`config.mk`:
```
export PLATFORM = sky130hd
export DESIGN_NAME = sinc_decimator
export DESIGN_NICKNAME = d
export VERILOG_FILES = /design/src/rtl/sincdec_pkg.sv /design/src/rtl/sincdec_ctrl.sv /design/src/rtl/sincdec_path.sv /design/src/rtl/sinc_decimator.sv
export SDC_FILE = /design/constraint.sdc
export NUM_CORES = 1
export LEC_CHECK = 0
export BUFFER_PORTS_ARGS = -buffer_cell sky130_fd_sc_hd__buf_2
export CAP_MARGIN = 20
export CORE_MARGIN = 2
export CORE_UTILIZATION = 55
export DETAILED_ROUTE_END_ITERATION = 12
export HOLD_SLACK_MARGIN = 0.02
export PLACE_DENSITY = 0.8
export SLEW_MARGIN = 20
export SYNTH_ARGS = -nofsm -noshare
export SYNTH_HDL_FRONTEND = slang
export SYNTH_SLANG_ARGS = --single-unit
```
`constraint.sdc`:
```
create_clock -name clk -period 7.22 [get_ports clk]
set_input_delay 2.166 -clock clk [delete_from_list [all_inputs] [get_ports clk]]
set_output_delay 2.166 -clock clk [all_outputs]
set_load 0.02 [all_outputs]
```
`src/rtl/sincdec_pkg.sv`:
```
package sincdec_pkg;

  // Strobes issued by the control unit to the datapath, one clock wide each.
  typedef struct packed {
    logic decimate;   // comb stages advance, output word refreshed
    logic settled;    // this output word is past filter warm-up
    logic track;      // this output word feeds the peak registers
    logic seedPeak;   // first tracked word: load both peak registers
  } ctrlStrobe_t;

endpackage

```
`src/rtl/sincdec_ctrl.sv`:
```
module sincdec_ctrl
  import sincdec_pkg::*;
#(
  parameter int DECIM_LOG2 = 8,
  parameter int ORDER      = 2,
  parameter int WAIT_W     = 12
) (
  input  logic              clk,
  input  logic              rst,
  input  logic [WAIT_W-1:0] waitPeriod,
  output ctrlStrobe_t       strobes
);

  localparam int WARM_W = $clog2(ORDER + 1);

  logic [DECIM_LOG2-1:0] phaseCnt;
  logic [WARM_W-1:0]     warmCnt;
  logic [WAIT_W-1:0]     waitCnt;
  logic                  peakLive;
  logic                  warmDone;

  assign warmDone          = (warmCnt == WARM_W'(ORDER));
  assign strobes.decimate  = &phaseCnt;
  assign strobes.settled   = strobes.decimate && warmDone;
  assign strobes.track     = strobes.settled && (waitCnt == '0);
  assign strobes.seedPeak  = strobes.track && !peakLive;

  always_ff @(posedge clk) begin
    if (rst) begin
      phaseCnt <= '0;
      warmCnt  <= '0;
      waitCnt  <= waitPeriod;   // hold-off captured only here
      peakLive <= 1'b0;
    end else begin
      phaseCnt <= phaseCnt + 1'b1;
      if (strobes.decimate && !warmDone) warmCnt <= warmCnt + 1'b1;
      if (strobes.settled && (waitCnt != '0)) waitCnt <= waitCnt - 1'b1;
      if (strobes.track) peakLive <= 1'b1;
    end
  end

  // The decimation strobe is never two cycles in a row.
  AST_DECIM_SPACED: assert property (@(posedge clk) disable iff (rst)
    strobes.decimate |=> !strobes.decimate);

  // Once seeded, the peak registers are never seeded again.
  AST_SEED_ONCE: assert property (@(posedge clk) disable iff (rst)
    strobes.seedPeak |=> !strobes.seedPeak && peakLive);

endmodule

```
`src/rtl/sincdec_path.sv`:
```
module sincdec_path
  import sincdec_pkg::*;
#(
  parameter int DECIM_LOG2 = 8,
  parameter int ORDER      = 2
) (
  input  logic                          clk,
  input  logic                          rst,
  input  logic                          bitIn,
  input  ctrlStrobe_t                   strobes,
  output logic [ORDER*DECIM_LOG2-1:0]   sample,
  output logic                          sampleValid,
  output logic [ORDER*DECIM_LOG2-1:0]   peakMin,
  output logic [ORDER*DECIM_LOG2-1:0]   peakMax
);

  localparam int OUT_W = ORDER * DECIM_LOG2;
  localparam int ACC_W = OUT_W + 1;   // holds 0 .. 2^OUT_W exactly

  logic [ACC_W-1:0] integ   [ORDER];
  logic [ACC_W-1:0] dly     [ORDER];
  logic [ACC_W-1:0] combTap [ORDER+1];
  logic [ACC_W-1:0] yFull;
  logic [OUT_W-1:0] sampleNext;
  logic             peakSeen;

  // Integrator chain, wraparound arithmetic at the oversampled rate.
  always_ff @(posedge clk) begin
    if (rst) begin
      for (int i = 0; i < ORDER; i++) integ[i] <= '0;
    end else begin
      integ[0] <= integ[0] + {{(ACC_W-1){1'b0}}, bitIn};
      for (int i = 1; i < ORDER; i++) integ[i] <= integ[i] + integ[i-1];
    end
  end

  // Comb chain, evaluated combinationally, registered on the decimation strobe.
  always_comb begin
    combTap[0] = integ[ORDER-1];
    for (int i = 0; i < ORDER; i++) combTap[i+1] = combTap[i] - dly[i];
  end

  for (genvar g = 0; g < ORDER; g++) begin : g_comb
    always_ff @(posedge clk) begin
      if (rst)                   dly[g] <= '0;
      else if (strobes.decimate) dly[g] <= combTap[g];
    end
  end

  // Offset to two's complement; the single overrange code clips to +max.
  assign yFull      = combTap[ORDER];
  assign sampleNext = yFull[OUT_W] ? {1'b0, {(OUT_W-1){1'b1}}}
                                   : {~yFull[OUT_W-1], yFull[OUT_W-2:0]};

  always_ff @(posedge clk) begin
    if (rst) begin
      sample      <= '0;
      sampleValid <= 1'b0;
      peakMin     <= '0;
      peakMax     <= '0;
      peakSeen    <= 1'b0;
    end else begin
      sampleValid <= strobes.settled;
      if (strobes.decimate) sample <= sampleNext;
      if (strobes.track) begin
        peakSeen <= 1'b1;
        if (strobes.seedPeak) begin
          peakMin <= sampleNext;
          peakMax <= sampleNext;
        end else begin
          if ($signed(sampleNext) < $signed(peakMin)) peakMin <= sampleNext;
          if ($signed(sampleNext) > $signed(peakMax)) peakMax <= sampleNext;
        end
      end
    end
  end

  AST_VALID_PULSE: assert property (@(posedge clk) disable iff (rst)
    sampleValid |=> !sampleValid);

  AST_VALID_AFTER_DECIM: assert property (@(posedge clk) disable iff (rst)
    sampleValid |-> $past(strobes.decimate));

  AST_PEAK_FROZEN: assert property (@(posedge clk) disable iff (rst)
    !strobes.track |=> $stable(peakMin) && $stable(peakMax));

  AST_SEED_EQUAL: assert property (@(posedge clk) disable iff (rst)
    strobes.seedPeak |=> (peakMin == peakMax) && (peakMin == sample));

  AST_PEAK_ORDER: assert property (@(posedge clk) disable iff (rst)
    peakSeen |-> ($signed(peakMin) <= $signed(peakMax)));

endmodule

```
`src/rtl/sinc_decimator.sv`:
```
module sinc_decimator
  import sincdec_pkg::*;
#(
  parameter int DECIM_LOG2 = 8,
  parameter int ORDER      = 2,
  parameter int WAIT_W     = 12
) (
  input  logic                        clk,
  input  logic                        rst,
  input  logic                        bitIn,
  input  logic [WAIT_W-1:0]           waitPeriod,
  output logic [ORDER*DECIM_LOG2-1:0] sample,
  output logic                        sampleValid,
  output logic [ORDER*DECIM_LOG2-1:0] peakMin,
  output logic [ORDER*DECIM_LOG2-1:0] peakMax
);

  ctrlStrobe_t strobes;

  sincdec_ctrl #(
    .DECIM_LOG2(DECIM_LOG2), .ORDER(ORDER), .WAIT_W(WAIT_W)
  ) i_ctrl (
    .clk(clk), .rst(rst), .waitPeriod(waitPeriod), .strobes(strobes)
  );

  sincdec_path #(
    .DECIM_LOG2(DECIM_LOG2), .ORDER(ORDER)
  ) i_path (
    .clk(clk), .rst(rst), .bitIn(bitIn), .strobes(strobes),
    .sample(sample), .sampleValid(sampleValid),
    .peakMin(peakMin), .peakMax(peakMax)
  );

endmodule

```
==> metrics <==
outcome=complete, no violations; Static Leak=4.05 nW; crit path capture type=flop; Ports=64; standard-cell rows=45; grt ovf=0; CTS sink cnt=140; vias in the first global route=6,499; most used cell, CP=a21oi_1; RSZ-0062 raised after global routing=false; Clock Path Buffers=2; Mapped Nets=1,070; Peak VDD IR=0.000188 V; Max Cap Viol=0; gpl congestion=0.884; critical path startpoint category=flop; Pins Over Slew Limit=0; Avg Cell Area, Syn=8.80 µm²; die width=128 µm; Final Instance Area=0.00959 mm²; most frequent cells in the layout=94 x nor2_1, 94 x dfxtp_1, 86 x inv_1; drt pass-1 iters=5; clock root buffer=clkbuf_16; cell area after synthesis=0.00851 mm²; Setup Crit Path Kind=reg2reg; Setup Viol. Count Final=0; post-route worst setup slack=0.693 ns; cts bufs inserted=17; Tcrit/Tclk final=90.4%; arrival time of the worst setup path=6.84 ns; Buffers on Ports=63; cts hold-fix bufs=0; Critical Path Slowest Stage Cell=a2111oi_0; worst-margin pin slew=0.843 ns; Initial DRC Count=488; register area share after synthesis=38.3%; FMAX=153 MHz; PwrDens=212 mW/mm²; Hold Vio Cnt, Final=0; Reg area=0.00326 mm²; clock skew=0.0102 ns; slowest cell delay on critical path=0.49 ns; Worst slew margin=43.8%; largest net degree at the start of global routing=82; Top FF cell, synth=dfxtp_1; Layout area overhead=12.7%; Filler cells=1,242; Die Area=0.0165 mm²; Final min period=6.53 ns; core area=0.0151 mm²; layout cells sized above 1=12.1%; synth unique cells=65; Layout Utilization=63.3%; setup tns final=0 ns; drt wl/cell=15.5 µm; multi-input logic area=0.00478 mm²; htree depth=4; GR Util All Layers=23.5%; wirelength, routed=19,100 µm; buffers and inverters on the worst path=3; Detail Placement HPWL=13,400 µm; Antenna diodes=0; #FFs+latches synth=140; DRC violations left=0; placed inst area=0.00904 mm²; Async S/R FF share, synth=0%; worst hold slack=0.465 ns; clk_lat worst skew=0.43 ns; TritonCTS clock tree=built; EDFF count, synth=46; Required @ worst endpoint=7.54 ns; pre-CTS WS=0.674 ns; post-route ant nets=0; CP max FO=20; first-pass GRT wire length=31,200 µm; Syn Inst Count=968; Worst Hold Class=reg2reg; initial antenna violation count=0; Reg clk slew, reported paths=0.06 ns; delay-heaviest family, CP=compound AO/OA/AOI/OAI gates; synth warn=0; initial core utilization=56.2%; DIE HEIGHT=128 µm; Vias=7,119; Layout Nets=1,131; Via density=5.79
[path summary, 6_finish.rpt]
| check | startpoint | end | slack [ns] | cells after the start |
|---|---|---|---|---|
| worst max-delay path | i_path.dly[0][1] | i_path.peakMax[13] | 0.69 | 30 |
| worst min-delay path | i_ctrl.phaseCnt[0] | i_ctrl.phaseCnt[0] | 0.47 | 1 |
| worst max register to register | i_path.dly[0][1] | i_path.peakMax[13] | 0.69 | 30 |
| worst min register to register | i_ctrl.phaseCnt[0] | i_ctrl.phaseCnt[0] | 0.47 | 1 |
[report_power, final]
part / internal [mW] / total (mW) / switching, mW
combinational: 0.148 / 0.367 / 0.219
clock: 0.463 / 0.820 / 0.357
sequential: 0.831 / 0.843 / 0.0118
total: 1.44 / 2.03 / 0.587
[metrics by stage]
step | power (mW) | std cells
after global routing | 2.12 | 1230
after global placement | 1.21 | 1198
after CTS | 2.03 | 1230
final | 2.03 | 1230
after floorplan | 1.11 | 968
after detailed placement | 1.22 | 1198
[cell usage after synthesis, drive strengths merged (19+ instances only)]
cell,count,area share (%)
clkbuf,26,1.1
nor2,95,4.2
o21ai,46,2.7
nand2,47,2.1
xnor2,36,3.7
nand3,23,1.4
dfxtp,94,22
xor2,26,2.7
a21oi,71,4.2
ha,84,12
nor3,67,4.1
and3,31,2.3
edfxtp,46,16
inv,86,3.8
a21o,19,1.7
[repair_timing]
action / 4_1_cts / 5_1_grt
endpoints found under the setup margin: 0 / 16
setup buffers: 0 / 0
gates resized for setup: 0 / 2
[cell families (layout without fill, tap and decap cells)]
family                   Yosys count  in the layout  share of synthesized area, %
XOR/XNOR                          62             62                          6.38
buffers and inverters            125            199                          5.66
adder cells (fa/ha/maj)           87             87                          13.0
flip-flops                       140            140                          38.3
AND/OR/NAND/NOR                  338            338                          19.8
AO/OA/AOI/OAI                    203            203                          15.3
multiplexers                      13             13                          1.53
[layer usage]
metal  routed length [µm]  GRT usage, %  vias to the layer above
met1                 9060          33.0                     3340
met3                  968          4.57                       29
li1                     -             -                     3557
met2                 8700          36.6                      193
met5                    0             0                        -
met4                  334          7.95                        0
[state kept, by name (all words and copies together), names as in the netlist]
| name | count |
|---|---|
| i_ctrl.peakLive | 1 |
| i_path.sampleValid | 1 |
| i_path.peakMin | 16 |
| i_path.dly | 34 |
| i_path.sample | 16 |
| i_ctrl.waitCnt | 12 |
| i_ctrl.phaseCnt | 8 |
| i_path.integ | 34 |
| i_path.peakMax | 16 |
| i_ctrl.warmCnt | 2 |
[area by class of cell]
class | count | share of cell area, %
timing repair buffer | 81 | 4.72
clock inverter | 11 | 0.848
sequential | 140 | 34.0
multi-input combinational | 703 | 49.8
clock buffer | 21 | 4.81
inverter | 86 | 3.36
tap | 188 | 2.45
Power figures use the tool's default switching activity.
